## config.mk

```make
export PLATFORM = sky130hd
export DESIGN_NAME = wtm_mult
export DESIGN_NICKNAME = d
export VERILOG_FILES = /design/src/rtl/wtm_pkg.sv /design/src/rtl/wtm_fa.sv /design/src/rtl/wtm_c42.sv /design/src/rtl/wtm_group.sv /design/src/rtl/wtm_rca.sv /design/src/rtl/wtm_mult.sv
export SDC_FILE = /design/constraint.sdc
export NUM_CORES = 1
export LEC_CHECK = 0
export ABC_AREA = 0
export ABC_CLOCK_PERIOD_IN_PS = 800
export BUFFER_PORTS_ARGS = -buffer_cell sky130_fd_sc_hd__buf_4
export CAP_MARGIN = 25
export CORE_ASPECT_RATIO = 1.75
export CORE_UTILIZATION = 50
export DETAILED_ROUTE_END_ITERATION = 10
export HOLD_SLACK_MARGIN = 0.06
export PLACE_DENSITY = 0.72
export SYNTH_ARGS = -nofsm -noshare
export SYNTH_HDL_FRONTEND = slang
export SYNTH_SLANG_ARGS = --single-unit
```

## constraint.sdc

```tcl
create_clock -name clk -period 0.8 [get_ports clk]
set_input_delay 0.04 -clock clk [delete_from_list [all_inputs] [get_ports clk]]
set_output_delay 0.04 -clock clk [all_outputs]
set_load 0.02 [all_outputs]
```

## src/rtl/wtm_pkg.sv

```systemverilog
`timescale 1ns/1ps
package wtm_pkg;

    localparam int MAX_COLS = 32;

    typedef logic [MAX_COLS-1:0] col_mask_t;
    typedef col_mask_t [3:0]     grp_mask_t;

    typedef enum logic [2:0] {
        CELL_NONE,
        CELL_WIRE,
        CELL_HA,
        CELL_FA,
        CELL_C42
    } cell_kind_t;

    // Number of rows that may carry a nonzero bit in column c.
    function automatic int col_live(grp_mask_t m, int c);
        int n;
        n = 0;
        for (int r = 0; r < 4; r++) begin
            n += int'(m[r[1:0]][c[4:0]]);
        end
        return n;
    endfunction

    // True when column c is served by a 4:2 compressor.
    // A compressor pushes one lateral bit into the next column.
    function automatic bit col_is42(grp_mask_t m, int c);
        bit lat;
        int t;
        lat = 1'b0;
        for (int k = 0; k <= c; k++) begin
            t   = col_live(m, k) + int'(lat);
            lat = (t >= 4);
        end
        return lat;
    endfunction

    // Live bits in a column, counting the lateral bit from the column below.
    function automatic int col_total(grp_mask_t m, int c);
        int lat;
        lat = (c > 0 && col_is42(m, c - 1)) ? 1 : 0;
        return col_live(m, c) + lat;
    endfunction

    function automatic cell_kind_t col_kind(grp_mask_t m, int c);
        int t;
        t = col_total(m, c);
        if (t >= 4)      return CELL_C42;
        else if (t == 3) return CELL_FA;
        else if (t == 2) return CELL_HA;
        else if (t == 1) return CELL_WIRE;
        else             return CELL_NONE;
    endfunction

    // Source slot k of column c: 0..3 a row, 4 the lateral bit, 5 zero.
    function automatic int col_src(grp_mask_t m, int c, int k);
        int n;
        n = 0;
        for (int r = 0; r < 4; r++) begin
            if (m[r[1:0]][c[4:0]]) begin
                if (n == k) return r;
                n++;
            end
        end
        if (c > 0 && col_is42(m, c - 1) && n == k) return 4;
        return 5;
    endfunction

    function automatic col_mask_t sum_mask(grp_mask_t m, int ncols);
        col_mask_t s;
        s = '0;
        for (int c = 0; c < ncols; c++) begin
            s[c[4:0]] = (col_total(m, c) >= 1);
        end
        return s;
    endfunction

    function automatic col_mask_t carry_mask(grp_mask_t m, int ncols);
        col_mask_t s;
        s = '0;
        for (int c = 0; c + 1 < ncols; c++) begin
            s[5'(c + 1)] = (col_total(m, c) >= 2);
        end
        return s;
    endfunction

    function automatic col_mask_t pp_row_mask(int w, int r);
        col_mask_t s;
        s = '0;
        for (int k = 0; k < w; k++) begin
            s[5'(k + r)] = 1'b1;
        end
        return s;
    endfunction

    function automatic grp_mask_t grp_a_mask(int w, int g);
        grp_mask_t m;
        for (int r = 0; r < 4; r++) begin
            m[r[1:0]] = pp_row_mask(w, 4 * g + r);
        end
        return m;
    endfunction

    function automatic grp_mask_t grp_b_mask(int w);
        grp_mask_t m;
        grp_mask_t a0;
        grp_mask_t a1;
        a0   = grp_a_mask(w, 0);
        a1   = grp_a_mask(w, 1);
        m[0] = sum_mask(a0, 2 * w);
        m[1] = carry_mask(a0, 2 * w);
        m[2] = sum_mask(a1, 2 * w);
        m[3] = carry_mask(a1, 2 * w);
        return m;
    endfunction

endpackage

```

## src/rtl/wtm_fa.sv

```systemverilog
`timescale 1ns/1ps
module wtm_fa (
    input  logic a_i,
    input  logic b_i,
    input  logic c_i,
    output logic s_o,
    output logic c_o
);
    logic axb;

    assign axb = a_i ^ b_i;
    assign s_o = axb ^ c_i;
    assign c_o = (a_i & b_i) | (axb & c_i);
endmodule

```

## src/rtl/wtm_c42.sv

```systemverilog
`timescale 1ns/1ps
// 4:2 compressor: two full adders in series.
// x0+x1+x2+x3+cin = sum + 2*(carry + cout); cout never depends on cin.
module wtm_c42 (
    input  logic x0_i,
    input  logic x1_i,
    input  logic x2_i,
    input  logic x3_i,
    input  logic cin_i,
    output logic sum_o,
    output logic carry_o,
    output logic cout_o
);
    logic mid_s;

    wtm_fa u_first (
        .a_i(x0_i), .b_i(x1_i), .c_i(x2_i),
        .s_o(mid_s), .c_o(cout_o)
    );

    wtm_fa u_second (
        .a_i(mid_s), .b_i(x3_i), .c_i(cin_i),
        .s_o(sum_o), .c_o(carry_o)
    );
endmodule

```

## src/rtl/wtm_group.sv

```systemverilog
`timescale 1ns/1ps
// Compresses four rows into one sum row and one carry row.
// LIVE marks which bits of each row may be nonzero; every column gets a cell
// sized to its live bit count (plus the lateral bit from a compressor below).
module wtm_group
    import wtm_pkg::*;
#(
    parameter int        NCOLS = 16,
    parameter grp_mask_t LIVE  = '0
) (
    input  logic [3:0][NCOLS-1:0] rows_i,
    output logic [NCOLS-1:0]      sum_o,
    output logic [NCOLS-1:0]      carry_o
);
    logic [NCOLS:0] lat_w;
    logic [NCOLS:0] cy_w;
    logic           unused_edge;
    logic           unused_rows;

    assign lat_w[0]    = 1'b0;
    assign cy_w[0]     = 1'b0;
    assign carry_o     = cy_w[NCOLS-1:0];
    assign unused_edge = lat_w[NCOLS] ^ cy_w[NCOLS];
    assign unused_rows = ^rows_i;

    for (genvar c = 0; c < NCOLS; c++) begin : g_col
        localparam cell_kind_t KIND = col_kind(LIVE, c);

        logic [4:0] bits;
        logic       unused_col;

        assign unused_col = ^bits;

        for (genvar k = 0; k < 5; k++) begin : g_slot
            localparam int SRC = col_src(LIVE, c, k);
            if (SRC < 4) begin : g_row
                assign bits[k] = rows_i[SRC][c];
            end else if (SRC == 4) begin : g_lat
                assign bits[k] = lat_w[c];
            end else begin : g_zero
                assign bits[k] = 1'b0;
            end
        end

        case (KIND)
            CELL_C42: begin : g_c42
                wtm_c42 u_c42 (
                    .x0_i(bits[0]), .x1_i(bits[1]), .x2_i(bits[2]),
                    .x3_i(bits[3]), .cin_i(bits[4]),
                    .sum_o(sum_o[c]), .carry_o(cy_w[c+1]), .cout_o(lat_w[c+1])
                );
            end
            CELL_FA: begin : g_fa
                wtm_fa u_fa (
                    .a_i(bits[0]), .b_i(bits[1]), .c_i(bits[2]),
                    .s_o(sum_o[c]), .c_o(cy_w[c+1])
                );
                assign lat_w[c+1] = 1'b0;
            end
            CELL_HA: begin : g_ha
                assign sum_o[c]   = bits[0] ^ bits[1];
                assign cy_w[c+1]  = bits[0] & bits[1];
                assign lat_w[c+1] = 1'b0;
            end
            CELL_WIRE: begin : g_wire
                assign sum_o[c]   = bits[0];
                assign cy_w[c+1]  = 1'b0;
                assign lat_w[c+1] = 1'b0;
            end
            default: begin : g_none
                assign sum_o[c]   = 1'b0;
                assign cy_w[c+1]  = 1'b0;
                assign lat_w[c+1] = 1'b0;
            end
        endcase
    end
endmodule

```

## src/rtl/wtm_rca.sv

```systemverilog
`timescale 1ns/1ps
module wtm_rca #(
    parameter int N = 16
) (
    input  logic [N-1:0] a_i,
    input  logic [N-1:0] b_i,
    output logic [N-1:0] s_o
);
    logic [N:0] cy;
    logic       unused_cout;

    assign cy[0]       = 1'b0;
    assign unused_cout = cy[N];

    for (genvar i = 0; i < N; i++) begin : g_bit
        wtm_fa u_fa (
            .a_i(a_i[i]), .b_i(b_i[i]), .c_i(cy[i]),
            .s_o(s_o[i]), .c_o(cy[i+1])
        );
    end
endmodule

```

## src/rtl/wtm_mult.sv

```systemverilog
`timescale 1ns/1ps
// Unsigned multiplier: AND array, two four-row groups, one regroup stage,
// ripple carry-propagate adder. The tree is laid out for OP_W = 8.
module wtm_mult
    import wtm_pkg::*;
#(
    parameter int OP_W    = 8,
    parameter bit REG_OUT = 1'b1
) (
    input  logic              clk,
    input  logic              rst_n,
    input  logic [OP_W-1:0]   a_i,
    input  logic [OP_W-1:0]   b_i,
    output logic [2*OP_W-1:0] p_o
);
    localparam int PROD_W = 2 * OP_W;
    localparam int GROUPS = OP_W / 4;

    typedef struct packed {
        logic [PROD_W-1:0] prod;
    } out_t;

    logic [PROD_W-1:0] pp [OP_W];
    logic [PROD_W-1:0] sa [GROUPS];
    logic [PROD_W-1:0] ca [GROUPS];
    logic [PROD_W-1:0] sb;
    logic [PROD_W-1:0] cb;
    logic [PROD_W-1:0] fin;
    out_t              out_d;
    out_t              out_q;

    // Partial products: row r is a_i gated by b_i[r], placed at weight r.
    for (genvar r = 0; r < OP_W; r++) begin : g_pp
        assign pp[r] = PROD_W'({OP_W{b_i[r]}} & a_i) << r;
    end

    // First stage: each group of four adjacent rows.
    for (genvar g = 0; g < GROUPS; g++) begin : g_stage_a
        logic [3:0][PROD_W-1:0] rows;
        for (genvar k = 0; k < 4; k++) begin : g_row
            assign rows[k] = pp[4*g+k];
        end
        wtm_group #(
            .NCOLS(PROD_W),
            .LIVE (grp_a_mask(OP_W, g))
        ) u_grp (
            .rows_i (rows),
            .sum_o  (sa[g]),
            .carry_o(ca[g])
        );
    end

    // Second stage: regroup the four rows from the first stage.
    logic [3:0][PROD_W-1:0] rows_b;
    assign rows_b[0] = sa[0];
    assign rows_b[1] = ca[0];
    assign rows_b[2] = sa[1];
    assign rows_b[3] = ca[1];

    wtm_group #(
        .NCOLS(PROD_W),
        .LIVE (grp_b_mask(OP_W))
    ) u_stage_b (
        .rows_i (rows_b),
        .sum_o  (sb),
        .carry_o(cb)
    );

    // Third stage: carry-propagate merge.
    wtm_rca #(.N(PROD_W)) u_stage_c (
        .a_i(sb),
        .b_i(cb),
        .s_o(fin)
    );

    always_comb begin
        out_d      = out_q;
        out_d.prod = fin;
    end

    always_ff @(posedge clk or negedge rst_n) begin
        if (!rst_n) begin
            out_q <= '0;
        end else begin
            out_q <= out_d;
        end
    end

    if (REG_OUT) begin : g_reg
        assign p_o = out_q.prod;
    end else begin : g_comb
        assign p_o = fin;
    end

    // Assertions
    logic armed_q;
    always_ff @(posedge clk or negedge rst_n) begin
        if (!rst_n) armed_q <= 1'b0;
        else        armed_q <= 1'b1;
    end

    a_r3_stage_a_total: assert property (@(posedge clk) disable iff (!rst_n)
        (PROD_W'(sa[0] + ca[0]) == PROD_W'(pp[0] + pp[1] + pp[2] + pp[3])) &&
        (PROD_W'(sa[1] + ca[1]) == PROD_W'(pp[4] + pp[5] + pp[6] + pp[7])));

    a_r4_stage_b_total: assert property (@(posedge clk) disable iff (!rst_n)
        PROD_W'(sb + cb) == PROD_W'(sa[0] + ca[0] + sa[1] + ca[1]));

    a_r5_cpa_total: assert property (@(posedge clk) disable iff (!rst_n)
        fin == PROD_W'(sb + cb));

    if (REG_OUT) begin : g_chk_reg
        a_r1_exact_product: assert property (@(posedge clk) disable iff (!rst_n)
            armed_q |-> (p_o == PROD_W'(PROD_W'($past(a_i)) * PROD_W'($past(b_i)))));
    end else begin : g_chk_comb
        a_r1_exact_product: assert property (@(posedge clk) disable iff (!rst_n)
            p_o == PROD_W'(PROD_W'(a_i) * PROD_W'(b_i)));
    end
endmodule

```

# == Yosys cells after proc, flatten, opt, wreduce, memory -nomap -nowiden ==
# Cells that the tools add are included.
# word_totals
out_inout_bits,16
reg_bits,16
input_bits,18
elab_cells,271
# op_classes
n_bitwise,270
# op_table
cell,n
$xor A1 B1 Y1,108
$and A1 B1 Y1,107
$and A8 B8 Y8,8
$or A1 B1 Y1,47

# == Depth between registers and ports, before layout ==
# logic_depth
word_depth,31
mapped_depth,21
depth_no_buf,20

# == Modules after synthesis ==
# A second synthesis with hierarchy kept.
# unflattened
cells_unflattened,183
area_unflattened_um2,2303.5
# modules_own_cells
mod,area_each_um2,seq_area_each_um2,cells_each,n_inst
wtm_fa,20.0,0.0,1,57
wtm_mult,804.5,400.4,81,1
wtm_group (g_stage_a[0].u_grp ...),121.4,0.0,16,2
wtm_group (u_stage_b),111.4,0.0,12,1
wtm_rca,3.8,0.0,1,1

# == Worst setup path before layout ==
# Ideal clock, no wire load.
# synth_path
kind,input-to-reg
start,input b_i[2]
end,register out_q (netlist bit p_o[14])
slack_ns,-5.292
n_path_buf,1
setup_time_ns,0.064
t_required_ns,0.736
arrival_ns,6.028
cell_stages,21
cell_sequence,buf_2 nand2_1 fa_1 inv_1 fa_1 inv_1 fa_1 inv_1 fa_1 fa_1 fa_1 fa_1 fa_1 fa_1 fa_1 fa_1 fa_1 inv_1 fa_1 fa_1 inv_1
# synth_between
elab_chain_len,28
word_cells_on_any_way,156
classes_between,bitwise (156)
# synth_lines
item,line_no,text
from (decl),wtm_mult.sv:13,"input logic [OP_W-1:0] b_i,"
$and A8 B8 Y8 *,wtm_mult.sv:34,assign pp[r] = PROD_W'({OP_W{b_i[r]}} & a_i) << r;
$xor A1 B1 Y1 or $and A1 B1 Y1 (tied branches),"wtm_fa.sv:12, wtm_fa.sv:13",
$xor A1 B1 Y1 or $or A1 B1 Y1 (tied branches),"wtm_fa.sv:11, wtm_fa.sv:13",
$xor A1 B1 Y1,wtm_fa.sv:12,assign s_o = axb ^ c_i;
$xor A1 B1 Y1,wtm_fa.sv:11,assign axb = a_i ^ b_i;
$xor A1 B1 Y1,wtm_fa.sv:12,
$xor A1 B1 Y1,wtm_fa.sv:11,
$and A1 B1 Y1,wtm_fa.sv:13,assign c_o = (a_i & b_i) | (axb & c_i);
(+13 left out),--,
$and A1 B1 Y1,wtm_fa.sv:13,
$or A1 B1 Y1,wtm_fa.sv:13,
$and A1 B1 Y1,wtm_fa.sv:13,
$or A1 B1 Y1 *,wtm_fa.sv:13,
$and A1 B1 Y1 *,wtm_fa.sv:13,
$or A1 B1 Y1 *,wtm_fa.sv:13,
$xor A1 B1 Y1 *,wtm_fa.sv:12,
named net u_stage_c.g_bit[14].u_fa.s_o,wtm_fa.sv:6,"output logic s_o,"
to (signal assigned),wtm_mult.sv:85,out_q <= out_d;
to (decl),wtm_mult.sv:30,out_t out_q;
# Mark *: on every way through the listed nets, which the timed path passes. The rest lies on a longest branch.

# == Final worst setup path ==
# layout_path
start,input b_i[1]
end,register out_q (netlist bit p_o[14])
# layout_between
elab_chain_len,29
word_cells_on_any_way,167
classes_between,bitwise (167)
# layout_lines
item,line_no
$and A8 B8 Y8 *,wtm_mult.sv:34
$xor A1 B1 Y1,wtm_fa.sv:11
$xor A1 B1 Y1 or $and A1 B1 Y1 (tied branches),"wtm_fa.sv:12, wtm_fa.sv:13"
$xor A1 B1 Y1 or $or A1 B1 Y1 (tied branches),"wtm_fa.sv:11, wtm_fa.sv:13"
$xor A1 B1 Y1,wtm_fa.sv:12
$xor A1 B1 Y1,wtm_fa.sv:11
$xor A1 B1 Y1,wtm_fa.sv:12
$xor A1 B1 Y1,wtm_fa.sv:11
(+14 left out),--
$and A1 B1 Y1,wtm_fa.sv:13
$or A1 B1 Y1,wtm_fa.sv:13
$and A1 B1 Y1,wtm_fa.sv:13
$or A1 B1 Y1 *,wtm_fa.sv:13
$and A1 B1 Y1 *,wtm_fa.sv:13
$or A1 B1 Y1 *,wtm_fa.sv:13
$xor A1 B1 Y1 *,wtm_fa.sv:12
named net u_stage_c.g_bit[14].u_fa.s_o,wtm_fa.sv:6
# Marked as above.

==> key figures <==
Power
  • Sw Share: 0.403
  • Pleak: 1.40 nW
  • Power density over cell area: approximately 2000 nW/um2
  • Combinational Power Share: 0.634
  • Clock power frac: 0.128
  • Sequential share of power: 0.238
  • Net switching power: 2.22 mW
  • Power consumption: 5.52 mW
  • Cell-internal power: 3.30 mW
  • Worst voltage drop across the vdd grid: ~1500 uV

Clock network
  • Maximum level of the CTS H-tree: 1
  • Number of clock sinks: 16
  • Total clock buffers created by CTS: 3
  • CTS tree: built
  • Clock transition at the registers of the reported paths: approximately 60 ps
  • Clk buf depth: 2
  • Cell at the root of the clock tree: sky130_fd_sc_hd__clkbuf_8

Route
  • Routed length per instance: 13.4 um
  • Detail Route met3 WL: 82 um
  • Max Used Layer: met4
  • Total wire length: between 3 and 4 mm
  • Met2 Routed Length: 2.48 mm
  • DR vias/cell: just under 5
  • Post-route ant nets: 0
  • Post-route met1 wirelength: 1.30 mm
  • Initial drt markers: 19
  • Iteration count of the initial detailed-routing pass: 4
  • DRC viols: 0
  • Total via count in the routed design: around 1400

Floorplanning
  • Floorplan Core Area: between 3000 and 4000 um2
  • Die W: 50.2 um
  • Vertical extent of the die: 86.4 um
  • Number of standard-cell rows in the floorplan: 30
  • Die Area: 4340 um2
  • Num ports: 34
  • Starting density of the core: 0.526

STA
  • Worst Max-Slew Pin Slew: 204 ps
  • Slew Limit Headroom: 0.864
  • Setup tns final: -39600 ps
  • Final count of hold timing violations: 0
  • Setup Viol. Count Final: 14
  • Time the final worst path needs with I/O delays and setup: approximately 5500 ps
  • Number of pins with negative max-slew slack in the final report: 0
  • Period utilization: 6.86
  • Post-route worst setup slack: -4690 ps
  • Unrepaired setup endpoints after global routing: yes
  • Highest Clock Rate: 0.182 GHz

Place
  • Total of buffers placed on input and output ports: 33
  • Total half-perimeter wirelength after legalization and detailed placement: 3.60 mm
  • RePlAce Congestion: 0.818

Logic synthesis
  • Synthesized area per cell: 10.7 um2
  • Summed instance area of the synthesized netlist: 2030 um2
  • Distinct cell type count after synthesis: 8
  • Number of warnings printed during yosys synthesis: 0
  • Mapped Cells: 190
  • Number of synthesized register bits: 16
  • Number of nets in the synthesized netlist: 268
  • Sequential fraction of the synthesis area: 0.197

Cells and area
  • Count of antenna diodes in the layout: 0
  • Area occupied by multi-input gates: about 1500 um2
  • Leading cell type in the layout, fill and taps excluded: sky130_fd_sc_hd__inv_1
  • Post-layout utilization of the core: 0.700
  • Filler cell count: 318
  • Post-layout net count: approximately 330
  • Reg area: between 400 and 500 um2
  • Area added between synthesis and finish: 33.0%
  • Max FFs per register: 16
  • Most frequent cells in the layout: sky130_fd_sc_hd__inv_1, sky130_fd_sc_hd__and2_1, sky130_fd_sc_hd__fa_1, sky130_fd_sc_hd__buf_4
  • Layout cells sized above 1: 0.310

Hold path
  • Class of the tightest hold or removal check: primary input to flop

GRT
  • Global-route wire length before repair: 6.67 mm
  • GRT overflow: 0
  • Antenna violations before repair: 0
  • Vias in the first global route: 1582
  • Maximum number of pins on one net before global-route repair: 17
  • Total routing usage reported by global routing: 0.208

Outcome
  • Failing checks: setup timing
  • Result of the run: complete, but fails checks

Critical path
  • Endpoint required time on the critical path: 990 ps
  • Setup Crit Path Kind: primary input to flop
  • CP max FO: 2
  • CP Capture Type: flop
  • Startpoint type of the worst setup path: primary input
  • Critical path data arrival time: 5680 ps

Job
  • Number of max-capacitance violations reported: 0
==> synth_stat cells (all sizes together) <==
cell | number | area [um2]
and2 | 38 | 238
buf | 1 | 5.00
dfrtp | 16 | 400
fa | 47 | 941
ha | 13 | 163
inv | 48 | 180
nand2 | 26 | 97.6
xnor2 | 1 | 8.76
==> layer usage <==
metal | vias to the layer above | global-route usage
met4 | 0 | 0.0935
li1 | 649 | -
met5 | - | 0
met2 | 30 | 0.411
met3 | 10 | 0.0211
met1 | 752 | 0.208
==> area by class of cell <==
cell class	count	area share
sequential	16	0.148
timing repair buffer	55	0.186
clock buffer	4	0.0204
tap	48	0.0222
inverter	48	0.0666
multi-input combinational	125	0.556
==> final timing paths <==
| kind | start | to | cells past startpoint | slack (ps) |
|---|---|---|---|---|
| worst max-delay path | b_i[1] | p_o[14] | 21 | -4690 |
| worst min-delay path | a_i[0] | p_o[1] | 3 | 170 |
| max in group asynchronous | rst_n | p_o[0] | 2 | 440 |
| min in group asynchronous | rst_n | p_o[7] | 2 | 180 |
==> timing repair <==
item                                    CTS  global route
buffers inserted                          0             1
hold buffers                              2             0
hold endpoints to repair                 17             0
endpoints found under the setup margin   29            28
gates resized for setup                  26             7
pin swaps                                13             1
==> power by group through the flow <==
| stage | combinational [mW] | sequential, mW | clock, mW |
|---|---|---|---|
| final | 3.50 | 1.31 | 0.710 |
| after global routing | 4.00 | 1.34 | 0.760 |
| after CTS | 3.57 | 1.32 | 0.740 |
| after detailed placement | 3.39 | 1.28 | 0 |
| after global placement | 3.15 | 1.26 | 0 |
| after floorplan | 1.68 | 1.68 | 0 |
==> metrics by stage <==
step	setup slack, ps	instances	hold WS [ps]	area (um2)
2_1_floorplan	-4950	190	-256	2070
3_3_place_gp	-5100	289	-92.7	2510
3_5_place_dp	-5200	289	-89.1	2510
4_1_cts	-4680	295	159	2670
5_1_grt	-4820	296	189	2710
6_report	-4690	296	168	2710
==> logic make-up (layout without fill, tap and decap cells) <==
group	after synthesis	count (layout)	share of synthesized area
flip-flops	16	16	0.197
AND/OR/NAND/NOR	64	64	0.165
adder cells (fa/ha/maj)	60	60	0.543
XOR/XNOR	1	1	0.00431
buffers and inverters	49	107	0.0911
==> critical path, cell delays in order <==
cell	delay, ps
sky130_fd_sc_hd__buf_4	110
sky130_fd_sc_hd__nand2_4	50
sky130_fd_sc_hd__fa_1	500
sky130_fd_sc_hd__inv_1	50
sky130_fd_sc_hd__fa_1	490
sky130_fd_sc_hd__inv_2	40
sky130_fd_sc_hd__fa_1	500
sky130_fd_sc_hd__inv_2	50
sky130_fd_sc_hd__fa_2	360
sky130_fd_sc_hd__fa_2	340
sky130_fd_sc_hd__fa_2	340
sky130_fd_sc_hd__fa_2	340
sky130_fd_sc_hd__fa_2	350
sky130_fd_sc_hd__fa_2	350
sky130_fd_sc_hd__fa_2	340
sky130_fd_sc_hd__fa_2	350
sky130_fd_sc_hd__fa_2	350
sky130_fd_sc_hd__inv_2	70
sky130_fd_sc_hd__fa_2	190
sky130_fd_sc_hd__fa_2	420
sky130_fd_sc_hd__inv_1	60
Power figures use the tool's default switching activity.
